<file path="config.mk">
export PLATFORM = sky130hd
export DESIGN_NAME = supply_current_limiter
export DESIGN_NICKNAME = d
export VERILOG_FILES = /design/src/rtl/supply_current_limiter.sv
export SDC_FILE = /design/constraint.sdc
export NUM_CORES = 1
export LEC_CHECK = 0
export BUFFER_PORTS_ARGS = -buffer_cell sky130_fd_sc_hd__buf_2
export CAP_MARGIN = 40
export CORE_ASPECT_RATIO = 0.5
export CORE_MARGIN = 4
export CORE_UTILIZATION = 50
export CTS_CLUSTER_SIZE = 24
export DETAILED_ROUTE_END_ITERATION = 12
export GPL_ROUTABILITY_DRIVEN = 0
export PLACE_DENSITY = 0.83
export SLEW_MARGIN = 10
export SYNTH_ARGS = -nofsm -noshare
export SYNTH_HDL_FRONTEND = slang
export SYNTH_SLANG_ARGS = --single-unit
</file>
<file path="constraint.sdc">
create_clock -name clk -period 3.1 [get_ports clk]
set_input_delay 0.62 -clock clk [delete_from_list [all_inputs] [get_ports clk]]
set_output_delay 0.62 -clock clk [all_outputs]
set_load 0.02 [all_outputs]
</file>
<file path="src/rtl/supply_current_limiter.sv">
module supply_current_limiter #(
  parameter int SAMPLE_W  = 8,
  parameter int AVG_SHIFT = 4,
  parameter int DUR_W     = 16,
  parameter int HYST      = 8
) (
  input  logic                clk,
  input  logic                rst_n,
  input  logic                smp_valid,
  input  logic [SAMPLE_W-1:0] smp_amps,
  input  logic [SAMPLE_W-1:0] peak_limit,
  input  logic [DUR_W-1:0]    peak_window,
  input  logic [SAMPLE_W-1:0] avg_limit,
  input  logic                clr_peak_flag,
  input  logic                clr_avg_flag,
  output logic [1:0]          pstate_cap,
  output logic [SAMPLE_W-1:0] avg_amps,
  output logic                peak_active,
  output logic                avg_active,
  output logic                peak_flag,
  output logic                avg_flag
);
  localparam int ACC_W = SAMPLE_W + AVG_SHIFT;
  localparam logic [1:0] PS_BOOST = 2'd1;
  localparam logic [1:0] PS_MID   = 2'd2;
  localparam logic [1:0] PS_LOW   = 2'd3;
  localparam logic [SAMPLE_W-1:0] HYST_V = SAMPLE_W'(HYST);

  logic [ACC_W-1:0] acc_q;
  logic [DUR_W-1:0] run_q;
  logic             expired_q;
  logic             engaged_q;

  logic [DUR_W-1:0]    run_inc;
  logic [SAMPLE_W-1:0] release_lvl;
  logic [1:0]          peak_req;
  logic [1:0]          avg_req;

  assign avg_amps    = acc_q[ACC_W-1:AVG_SHIFT];
  assign avg_active  = avg_amps > avg_limit;
  assign peak_active = expired_q;
  assign run_inc     = (&run_q) ? run_q : run_q + 1'b1;
  assign release_lvl = (avg_limit > HYST_V) ? avg_limit - HYST_V : '0;

  assign peak_req   = expired_q ? PS_MID : PS_BOOST;
  assign avg_req    = avg_active ? PS_LOW : (engaged_q ? PS_MID : PS_BOOST);
  assign pstate_cap = (avg_req > peak_req) ? avg_req : peak_req;

  always_ff @(posedge clk) begin
    if (!rst_n) begin
      acc_q <= '0;
    end else if (smp_valid) begin
      acc_q <= acc_q + ACC_W'(smp_amps) - ACC_W'(avg_amps);
    end
  end

  always_ff @(posedge clk) begin
    if (!rst_n) begin
      run_q     <= '0;
      expired_q <= 1'b0;
    end else if (smp_valid) begin
      if (smp_amps >= peak_limit) begin
        run_q     <= run_inc;
        expired_q <= run_inc >= peak_window;
      end else begin
        run_q     <= '0;
        expired_q <= 1'b0;
      end
    end
  end

  always_ff @(posedge clk) begin
    if (!rst_n) begin
      engaged_q <= 1'b0;
    end else if (avg_active) begin
      engaged_q <= 1'b1;
    end else if (avg_amps <= release_lvl) begin
      engaged_q <= 1'b0;
    end
  end

  always_ff @(posedge clk) begin
    if (!rst_n) begin
      peak_flag <= 1'b0;
      avg_flag  <= 1'b0;
    end else begin
      peak_flag <= (peak_flag & ~clr_peak_flag) | expired_q;
      avg_flag  <= (avg_flag & ~clr_avg_flag) | avg_active;
    end
  end
endmodule

</file>
==> out/summary.md, run 1 <==
### Status
* **outcome** finished, final reports clean

### Clocking
* **insertion delay of the later-clocked pin in the worst-skew pair** 280 ps
* **maximum level of the CTS H-tree** 2
* **PostCTS Resize Cnt** 0
* **CTS tree** done
* **number of setup buffers added after CTS** 0
* **Max Buffers Root-to-Sink** 2
* **clock-pin slew on the worst setup and hold paths** 50 ps
* **TritonCTS buffer count** 5
* **number of sinks driven by the clock tree** 32
* **number of buffers inserted for hold repair after clock tree synthesis** 0
* **clock root cell** clkbuf_16

### Global route
* **global-route wire length before repair** 13700 um
* **global-route usage over all layers** 0.198
* **maximum number of pins on one net before global-route repair** 19
* **vias in the first global route** 3133
* **initial antenna violation count** 0
* **global route overflow** 0

### Synth
* **share of flip-flops with an asynchronous set or reset after synthesis** 0
* **most used flip-flop cell after synthesis** dfxtp_1
* **post-synthesis sequential element count** 32
* **number of cells produced by synthesis** 454
* **most frequent cells after synthesis** inv_1, ha_1, a21oi_1
* **synthesized cell area** 3470 um2
* **most repeated cell in the gate-level netlist after synthesis** inv_1
* **count of flip-flops with a built-in enable after synthesis** 0
* **synth unique cells** 59
* **cell type with the highest aggregate area in the netlist** ha_1
* **largest cells by area after synthesis** ha_1, dfxtp_1, inv_1
* **mean area per synthesized cell** 7.64 um2
* **top-area cell type share of the netlist area** 0.195
* **warnings from Yosys** 0
* **sequential cell area fraction in the yosys report** 0.185
* **nets in the synthesized netlist** 561

### Route
* **Met1 Wirelength** 3970 um
* **number of detailed-route iterations in the first pass** 4
* **detailed route wirelength on metal3** 441 um
* **average wire length per cell after detail routing** 13.2 um
* **via count of the routed design** 3287
* **top layer reached by signal wires** met4
* **post-detailed-routing wire length** 8200 um
* **residual DRC count** 0
* **Starting DRT DRC Count** 148
* **routed wire length on met2** 3550 um
* **Final ANT Viol Nets** 0
* **via density per instance** 5.29

### Timing
* **hold_ws** 477 ps
* **Worst-Margin Slew** 812 ps
* **Finish-stage setup viols** 0
* **final period utilization** 0.950
* **final count of pins violating max slew** 0
* **final critical delay including setup and external delays** 2940 ps
* **Slew HR** 0.458
* **final number of hold-violating endpoints** 0
* **post-route clock skew** 7.86 ps
* **Peak Freq** 0.340 GHz

### Worst setup path
* **reg-to-reg critical path startpoint** run_q[0]
* **launch point of the worst path** run_q[0]
* **destination of the critical timing path** peak_active
* **type of origin of the critical path** register
* **number of cells traversed by the worst register-to-register path** 16
* **worst-path fanout max** 6
* **CP Class** reg2reg
* **critical path arrival** 3110 ps
* **Req. time, crit path** 3260 ps
* **worst setup slack for register-to-register paths** 160 ps
* **destination of the worst register-to-register timing path** peak_active
* **category of the worst setup path capture point** register

### Place
* **total of buffers placed on input and output ports** 58
* **half-perimeter wire length after detailed placement** 6340 um
* **# placed instances** 610
* **placement-stage cell area** 3940 um2

### Floorplan
* **total core area** 6700 um2
* **initial cell density of the core** 0.517
* **vertical die dimension** 66.9 um
* **Die X-Extent** 126 um
* **top-level I/O count** 59
* **full die area** 8410 um2
* **Site Rows** 21

### Power and ir drop
* **peak supply drop** 304 uV
* **part of the total power dissipated in sequential elements** 0.199
* **Pwr Density** 680 nW/um2
* **total power after layout** 2800 uW
* **switching part of the total** 0.438
* **combinational fraction of design power** 0.617
* **part of the total power dissipated in the clock network** 0.183
* **Static Leakage** 0.00216 uW
* **Power Internal** 1570 uW
* **switching power** 1230 uW

### Final layout
* **Antenna diodes** 0
* **share of the core filled with cells in the final layout** 0.615
* **net count of the finished layout** 636
* **layout cells sized above 1** 0.189
* **post-route design area** 4120 um2
* **area growth from synthesis to layout** 18.8%
* **non-filler instance count after layout** 621

### Flow run
* **number of max-cap violations** 0

### Min path
* **path category of the worst min-delay check** reg2reg

sequential cells by signal (all words and copies together), names as in the netlist:
signal	flops
engaged_q	1
acc_q	12
avg_flag	1
run_q	16
peak_active	1
peak_flag	1
worst min path at each step:
| stage | slack, ps | cells after the start | endpoint | start |
|---|---|---|---|---|
| after CTS | 490 | 2 | avg_flag | avg_flag |
| after global routing | 510 | 2 | avg_flag | avg_flag |
| after detailed placement | 480 | 1 | acc_q[1] | acc_q[1] |
| after floorplan | 450 | 1 | acc_q[1] | acc_q[1] |
| final | 480 | 2 | avg_flag | avg_flag |
| after global placement | 460 | 1 | acc_q[1] | acc_q[1] |
critical path: stages, from the launching register on:
cell	delay, ps
dfxtp_1	350
ha_1	170
nand3_1	110
buf_4	180
nor2_1	170
nand2_2	130
nand2_1	100
xnor2_1	140
ha_1	270
a211o_1	250
a31oi_1	180
o41ai_1	110
buf_4	140
a21oi_1	100
o21ai_0	90
buf_4	160
a22o_1	180
power groups by stage:
| stage | clock network (uW) | registers [uW] | logic (uW) |
|---|---|---|---|
| floorplan | 0 | 548 | 1360 |
| global placement | 0 | 565 | 1650 |
| detailed placement | 0 | 566 | 1690 |
| CTS | 521 | 559 | 1710 |
| global route | 544 | 569 | 1980 |
| finish | 513 | 558 | 1730 |
metrics by stage:
step	setup WS [ps]	TNS [ps]
after global routing	-13.5	-13.5
after floorplan	329	0
after detailed placement	-38.2	-38.2
final	155	0
after global placement	132	0
after CTS	140	0
per-layer routing:
metal | up-vias | global-route usage
met5 | - | 0
met4 | 0 | 0.0842
met3 | 22 | 0.0384
met2 | 89 | 0.324
met1 | 1466 | 0.258
li1 | 1710 | -
cells by family after synthesis:
| kind of cell | after synthesis | synth area share |
|---|---|---|
| multiplexers | 9 | 0.0260 |
| AND/OR/NAND/NOR | 135 | 0.199 |
| AO/OA/AOI/OAI | 109 | 0.195 |
| buffers and inverters | 87 | 0.104 |
| adder cells (fa/ha/maj) | 62 | 0.241 |
| XOR/XNOR | 20 | 0.0505 |
| flip-flops | 32 | 0.185 |
placed cells by master, fill, tap and decap left out, types with 3 or more instances in the layout:
cell type  instances
ha_1              54
a21oi_1           41
mux2i_1            9
a31oi_1            3
and2_1             5
nor2b_1            9
clkbuf_16          5
buf_2             58
xor2_1             7
a21boi_0           4
nand4_1            5
nand2_1           37
or3_1              3
a211o_1            4
fa_1               8
and3_1             4
nor2_1            30
nand3_1           12
xnor2_1           13
dfxtp_1           32
or2_2              3
buf_4             24
o21a_1             8
a211oi_1           3
a21o_1             3
inv_1             73
nand2b_1           5
nor3_1             5
o21ai_0           23
final cells by class:
class | count | area [um2]
fill | 595 | 2580
sequential | 32 | 641
inverter | 73 | 274
timing repair buffer | 82 | 470
tap | 92 | 115
clock buffer | 7 | 153
multi-input combinational | 335 | 2470
No activity file was read; power rests on OpenSTA's default activity.
==> inputs of run 2 (changes only) <==
- CORE_UTILIZATION: 50 -> 55
- PLACE_DENSITY: 0.83 -> 0.89
- RECOVER_POWER: default -> 25
==> run 2 against run 1 <==
Against the previous run: maximum frequency grew 0.66%; largest cell class unchanged; clock skew down 2.2 ps; worst setup slack better by 19 ps; critical endpoint unchanged; final cell count fell by 1.9%; die area decreased by 8.3%; highest routed layer unchanged; via count is 1.6% higher; hold slack improved by 11 ps; core utilization rose by 5.4 points; sequential power rose by 2%.
==> out/summary.md, run 2 (synthesis gave the netlist of run 1 again) <==
### Floorplan
* **Site Rows** 20
* **initial cell density of the core** 0.570
* **Die X-Extent** 120 um
* **vertical die dimension** 64.1 um
* **top-level I/O count** 59
* **full die area** 7720 um2
* **total core area** 6080 um2

### Timing
* **final critical delay including setup and external delays** 2930 ps
* **Peak Freq** 0.342 GHz
* **post-route clock skew** 5.70 ps
* **unrepaired setup endpoints after global routing** no
* **final count of pins violating max slew** 0
* **final number of hold-violating endpoints** 0
* **final period utilization** 0.944
* **Finish-stage setup viols** 0
* **sum of negative setup slack** 0 ps
* **Worst-Margin Slew** 869 ps
* **hold_ws** 489 ps
* **Slew HR** 0.420

### Route
* **Starting DRT DRC Count** 214
* **post-detailed-routing wire length** 7930 um
* **Final ANT Viol Nets** 0
* **via density per instance** 5.48
* **average wire length per cell after detail routing** 13.0 um
* **residual DRC count** 0
* **via count of the routed design** 3338
* **number of detailed-route iterations in the first pass** 5

### Clocking
* **insertion delay of the later-clocked pin in the worst-skew pair** 280 ps
* **number of buffers inserted for hold repair after clock tree synthesis** 0
* **clock-pin slew on the worst setup and hold paths** 60 ps
* **number of sinks driven by the clock tree** 32
* **number of setup buffers added after CTS** 0
* **Max Buffers Root-to-Sink** 2
* **clock root cell** clkbuf_16
* **CTS tree** done
* **TritonCTS buffer count** 5
* **maximum level of the CTS H-tree** 2

### Global route
* **global-route usage over all layers** 0.212
* **maximum number of pins on one net before global-route repair** 19
* **initial antenna violation count** 0
* **global route overflow** 0
* **global-route wire length before repair** 13700 um
* **vias in the first global route** 3218

### Worst setup path
* **number of cells traversed by the worst register-to-register path** 13
* **CP Class** reg2reg
* **type of origin of the critical path** register
* **critical path arrival** 3150 ps
* **reg-to-reg critical path startpoint** run_q[8]
* **Req. time, crit path** 3320 ps
* **category of the worst setup path capture point** register
* **launch point of the worst path** run_q[8]
* **worst-path fanout max** 8

### Final layout
* **largest register by flop count** run_q
* **net count of the finished layout** 627
* **post-route design area** 4070 um2
* **area growth from synthesis to layout** 17.3%
* **Antenna diodes** 0
* **max reg flops** 16
* **registers with the most flip-flops** run_q (16), acc_q (12)
* **commonest non-fill, non-tap cell in the layout** inv_1
* **layout cells sized above 1** 0.159
* **most frequent cells in the layout** inv_1, ha_1, buf_2, a21oi_1, nand2_1

### Place
* **total of buffers placed on input and output ports** 58
* **placement-stage cell area** 3890 um2
* **half-perimeter wire length after detailed placement** 6300 um

### Min path
* **path category of the worst min-delay check** reg2reg
* **HP Start** acc_q[1]
* **Worst Hold Depth** 1

### Power and ir drop
* **Static Leakage** 0.00209 uW
* **Pwr Density** 718 nW/um2
* **peak supply drop** 373 uV

### Status
* **outcome** finished, final reports clean

### Flow run
* **number of max-cap violations** 0

==> run 2: cell types whose count changed in the layout (fill, tap and decap cells not counted) <==
cell	previous run	this run
buf_2	58	48
nor2_2	0	1
bufinv_16	0	1
buf_4	24	15
nor2_1	30	29
clkbuf_1	0	10
==> run 2: critical path, stage by stage (launching register included) <==
cell and delay (ps):
dfxtp_1 440, and4_1 290, and3_1 250, nand2_2 140, nand2_1 110, xnor2_1 70
ha_1 290, a211o_1 110, a31oi_1 40, o41ai_1 560, a21oi_1 140, o21ai_0 170
buf_4 140, a22o_1 120
==> run 2: cell type report <==
| type | instances | area, um2 |
|---|---|---|
| Sequential cell | 32 | 641 |
| Fill cell | 506 | 2010 |
| Inverter | 73 | 274 |
| Multi-Input combinational cell | 335 | 2470 |
| Clock buffer | 7 | 153 |
| Timing Repair Buffer | 73 | 390 |
| Tap cell | 88 | 110 |
| Clock inverter | 1 | 30.0 |
==> run 2: metrics by stage <==
| step | worst slack, ps | utilization | cells | power [uW] |
|---|---|---|---|---|
| 5_1_grt | 19.2 | 0.669 | 609 | 3200 |
| 3_3_place_gp | 137 | 0.641 | 601 | 2230 |
| 3_5_place_dp | 79.7 | 0.641 | 601 | 2290 |
| 4_1_cts | 175 | 0.671 | 609 | 2920 |
| 6_report | 175 | 0.669 | 609 | 2920 |
| 2_1_floorplan | 329 | - | 454 | 1910 |
==> run 2: what timing repair did <==
action,CTS,global route
resized for setup,0,1
hold endpoints to repair,0,0
endpoints found under the setup margin,0,1
==> run 2: path summary, 6_finish.rpt <==
kind	end	slack, ps
worst max-delay path	peak_active	170
worst min-delay path	acc_q[1]	490
worst max register to register	peak_active	170
worst min register to register	acc_q[1]	490
==> run 2: report_power, final <==
part	internal (uW)	total, uW	switching [uW]
registers	478	568	89.9
logic	769	1740	975
clock network	423	609	186
==> run 2: metal layers <==
layer | GRT usage | up-vias | routed length (um)
met4 | 0.0678 | 0 | 131
met2 | 0.354 | 90 | 3580
met5 | 0 | - | 0
met3 | 0.0371 | 16 | 467
met1 | 0.281 | 1544 | 3750
li1 | - | 1688 | -
==> inputs of run 3 (changes only) <==
- ABC_AREA: default -> 1
==> run 3 against run 2 <==
Against the previous run: sequential share of layout area is 0.35 points lower; non-clock buffer count shrank 13; final cell count increased by 17%; clock skew grew 2.6 ps; synthesized area increased by 6.7%; die area grew 6.1%; total power decreased by 0.23%; wire length is 4.2% higher; sequential power rose by 4%; hold slack worse by 28 ps; flip-flop and latch count unchanged; global-route usage rose by 1.3 points; critical path type is now in2out.
==> out/summary.md, run 3 <==
### Status
* **outcome** finished, final reports clean

### Clocking
* **insertion delay of the later-clocked pin in the worst-skew pair** 280 ps
* **TritonCTS buffer count** 5
* **number of sinks driven by the clock tree** 32
* **number of setup buffers added after CTS** 0
* **CTS tree** done
* **number of buffers inserted for hold repair after clock tree synthesis** 0
* **clock root cell** clkbuf_16
* **Max Buffers Root-to-Sink** 2
* **PostCTS Resize Cnt** 0
* **clock-pin slew on the worst setup and hold paths** 60 ps
* **maximum level of the CTS H-tree** 2

### Power and ir drop
* **Static Leakage** 0.00241 uW
* **peak supply drop** 288 uV
* **Pwr Density** 701 nW/um2

### Worst setup path
* **type of origin of the critical path** input port
* **CP Class** in2out
* **reg-to-reg critical path startpoint** run_q[0]
* **worst-path fanout max** 5
* **category of the worst setup path capture point** primary output
* **Req. time, crit path** 2480 ps
* **number of cells traversed by the worst register-to-register path** 16
* **worst setup slack for register-to-register paths** 560 ps
* **destination of the worst register-to-register timing path** peak_active
* **critical path arrival** 1980 ps

### Min path
* **HP Start** peak_flag
* **path category of the worst min-delay check** reg2reg
* **Worst Hold Depth** 2
* **end point of the worst hold path** peak_flag

### Route
* **via density per instance** 4.96
* **residual DRC count** 0
* **Final ANT Viol Nets** 0
* **via count of the routed design** 3520
* **average wire length per cell after detail routing** 11.6 um
* **Starting DRT DRC Count** 285
* **post-detailed-routing wire length** 8260 um
* **number of detailed-route iterations in the first pass** 4

### Final layout
* **area growth from synthesis to layout** 12.4%
* **registers with the most flip-flops** run_q (16), acc_q (12)
* **max reg flops** 16
* **layout cells sized above 1** 0.141
* **commonest non-fill, non-tap cell in the layout** nand2_1
* **final-layout fill cell count** 548
* **Antenna diodes** 0
* **most frequent cells in the layout** nand2_1, inv_1, a21oi_1, ha_1, buf_2
* **largest register by flop count** run_q
* **net count of the finished layout** 728
* **non-filler instance count after layout** 710

### Global route
* **global-route wire length before repair** 14900 um
* **maximum number of pins on one net before global-route repair** 27
* **global-route usage over all layers** 0.225
* **initial antenna violation count** 0
* **vias in the first global route** 3426
* **global route overflow** 0

### Synth
* **cell type with the highest aggregate area in the netlist** ha_1
* **most frequent cells after synthesis** nand2_1, inv_1, a21oi_1
* **synthesized cell area** 3700 um2
* **post-synthesis sequential element count** 32
* **sequential cell area fraction in the yosys report** 0.173
* **count of flip-flops with a built-in enable after synthesis** 0
* **most used flip-flop cell after synthesis** dfxtp_1
* **most repeated cell in the gate-level netlist after synthesis** nand2_1
* **mean area per synthesized cell** 6.50 um2
* **top-area cell type share of the netlist area** 0.183
* **synth unique cells** 36
* **largest cells by area after synthesis** ha_1, dfxtp_1, nand2_1
* **share of flip-flops with an asynchronous set or reset after synthesis** 0
* **warnings from Yosys** 0
* **nets in the synthesized netlist** 676
* **number of cells produced by synthesis** 569

### Floorplan
* **full die area** 8180 um2
* **top-level I/O count** 59
* **initial cell density of the core** 0.589
* **vertical die dimension** 66.0 um
* **Die X-Extent** 124 um
* **Site Rows** 20
* **total core area** 6280 um2

### Timing
* **Peak Freq** 0.385 GHz
* **Finish-stage setup viols** 0
* **unrepaired setup endpoints after global routing** no
* **post-route clock skew** 8.33 ps
* **final critical delay including setup and external delays** 2600 ps
* **sum of negative setup slack** 0 ps
* **final period utilization** 0.838
* **Worst-Margin Slew** 1190 ps
* **final count of pins violating max slew** 0
* **final number of hold-violating endpoints** 0
* **Slew HR** 0.208

### Place
* **# placed instances** 702
* **total of buffers placed on input and output ports** 58
* **half-perimeter wire length after detailed placement** 6640 um

### Flow run
* **number of max-cap violations** 0

-- run 3: per-layer routing --
metal  global-route usage  up-vias  routed length, um
li1                     -     1876                  -
met1                0.299     1533               3870
met2                0.374      100               3720
met3               0.0359       11                540
met4               0.0750        0                133
met5                    0        -                  0
-- run 3: stage by stage --
stage / util / hold WS (ps) / instance area, um2 / power [uW] / setup WS, ps
final: 0.662 / 460 / 4160 / 2910 / 501
after detailed placement: 0.641 / 454 / 4030 / 2410 / 450
after global placement: 0.641 / 452 / 4030 / 2350 / 531
after floorplan: - / 437 / 3700 / 2040 / 578
after global routing: 0.662 / 494 / 4160 / 3260 / 280
after CTS: 0.665 / 463 / 4180 / 2920 / 503
-- run 3: report_power, final --
part | internal, uW | switching (uW)
logic | 716 | 1110
clock network | 320 | 185
registers | 483 | 105
total | 1520 | 1400
-- run 3: kinds of logic (layout without fill, tap and decap cells) --
| kind of cell | Yosys count | in the layout | share of synthesized area |
|---|---|---|---|
| AND/OR/NAND/NOR | 235 | 235 | 0.293 |
| buffers and inverters | 143 | 196 | 0.155 |
| AO/OA/AOI/OAI | 84 | 84 | 0.123 |
| adder cells (fa/ha/maj) | 62 | 62 | 0.226 |
| flip-flops | 32 | 32 | 0.173 |
| XOR/XNOR | 13 | 13 | 0.0308 |
-- run 3: cell type report --
cell class / count / area [um2] / area share
flip-flops and latches: 32 / 641 / 0.154
clock buffers: 7 / 143 / 0.0343
well taps: 88 / 110 / 0.0265
multi-input cells: 394 / 2490 / 0.598
inverters: 128 / 483 / 0.116
clock inverters: 1 / 7.51 / 0.00180
repair buffers: 60 / 290 / 0.0698
-- run 3: worst max path at each step --
stage,start,depth (start not counted),end,slack [ps]
finish,avg_limit[3],13,pstate_cap[0],500
floorplan,avg_limit[1],11,pstate_cap[0],580
global placement,avg_limit[3],13,pstate_cap[0],530
detailed placement,smp_amps[3],11,acc_q[6],450
global route,run_q[0],16,peak_active,280
CTS,avg_limit[3],13,pstate_cap[0],500
-- run 3: worst max-delay path, stage by stage --
cell and delay (ps):
buf_2 100, inv_1 140, ha_1 270, nand2_1 70, inv_1 50, o21ai_0 60, nand2_1 70, nand2_1 60
o211ai_1 80, nand2_1 140, nand3_1 100, nand2_1 60, buf_2 160
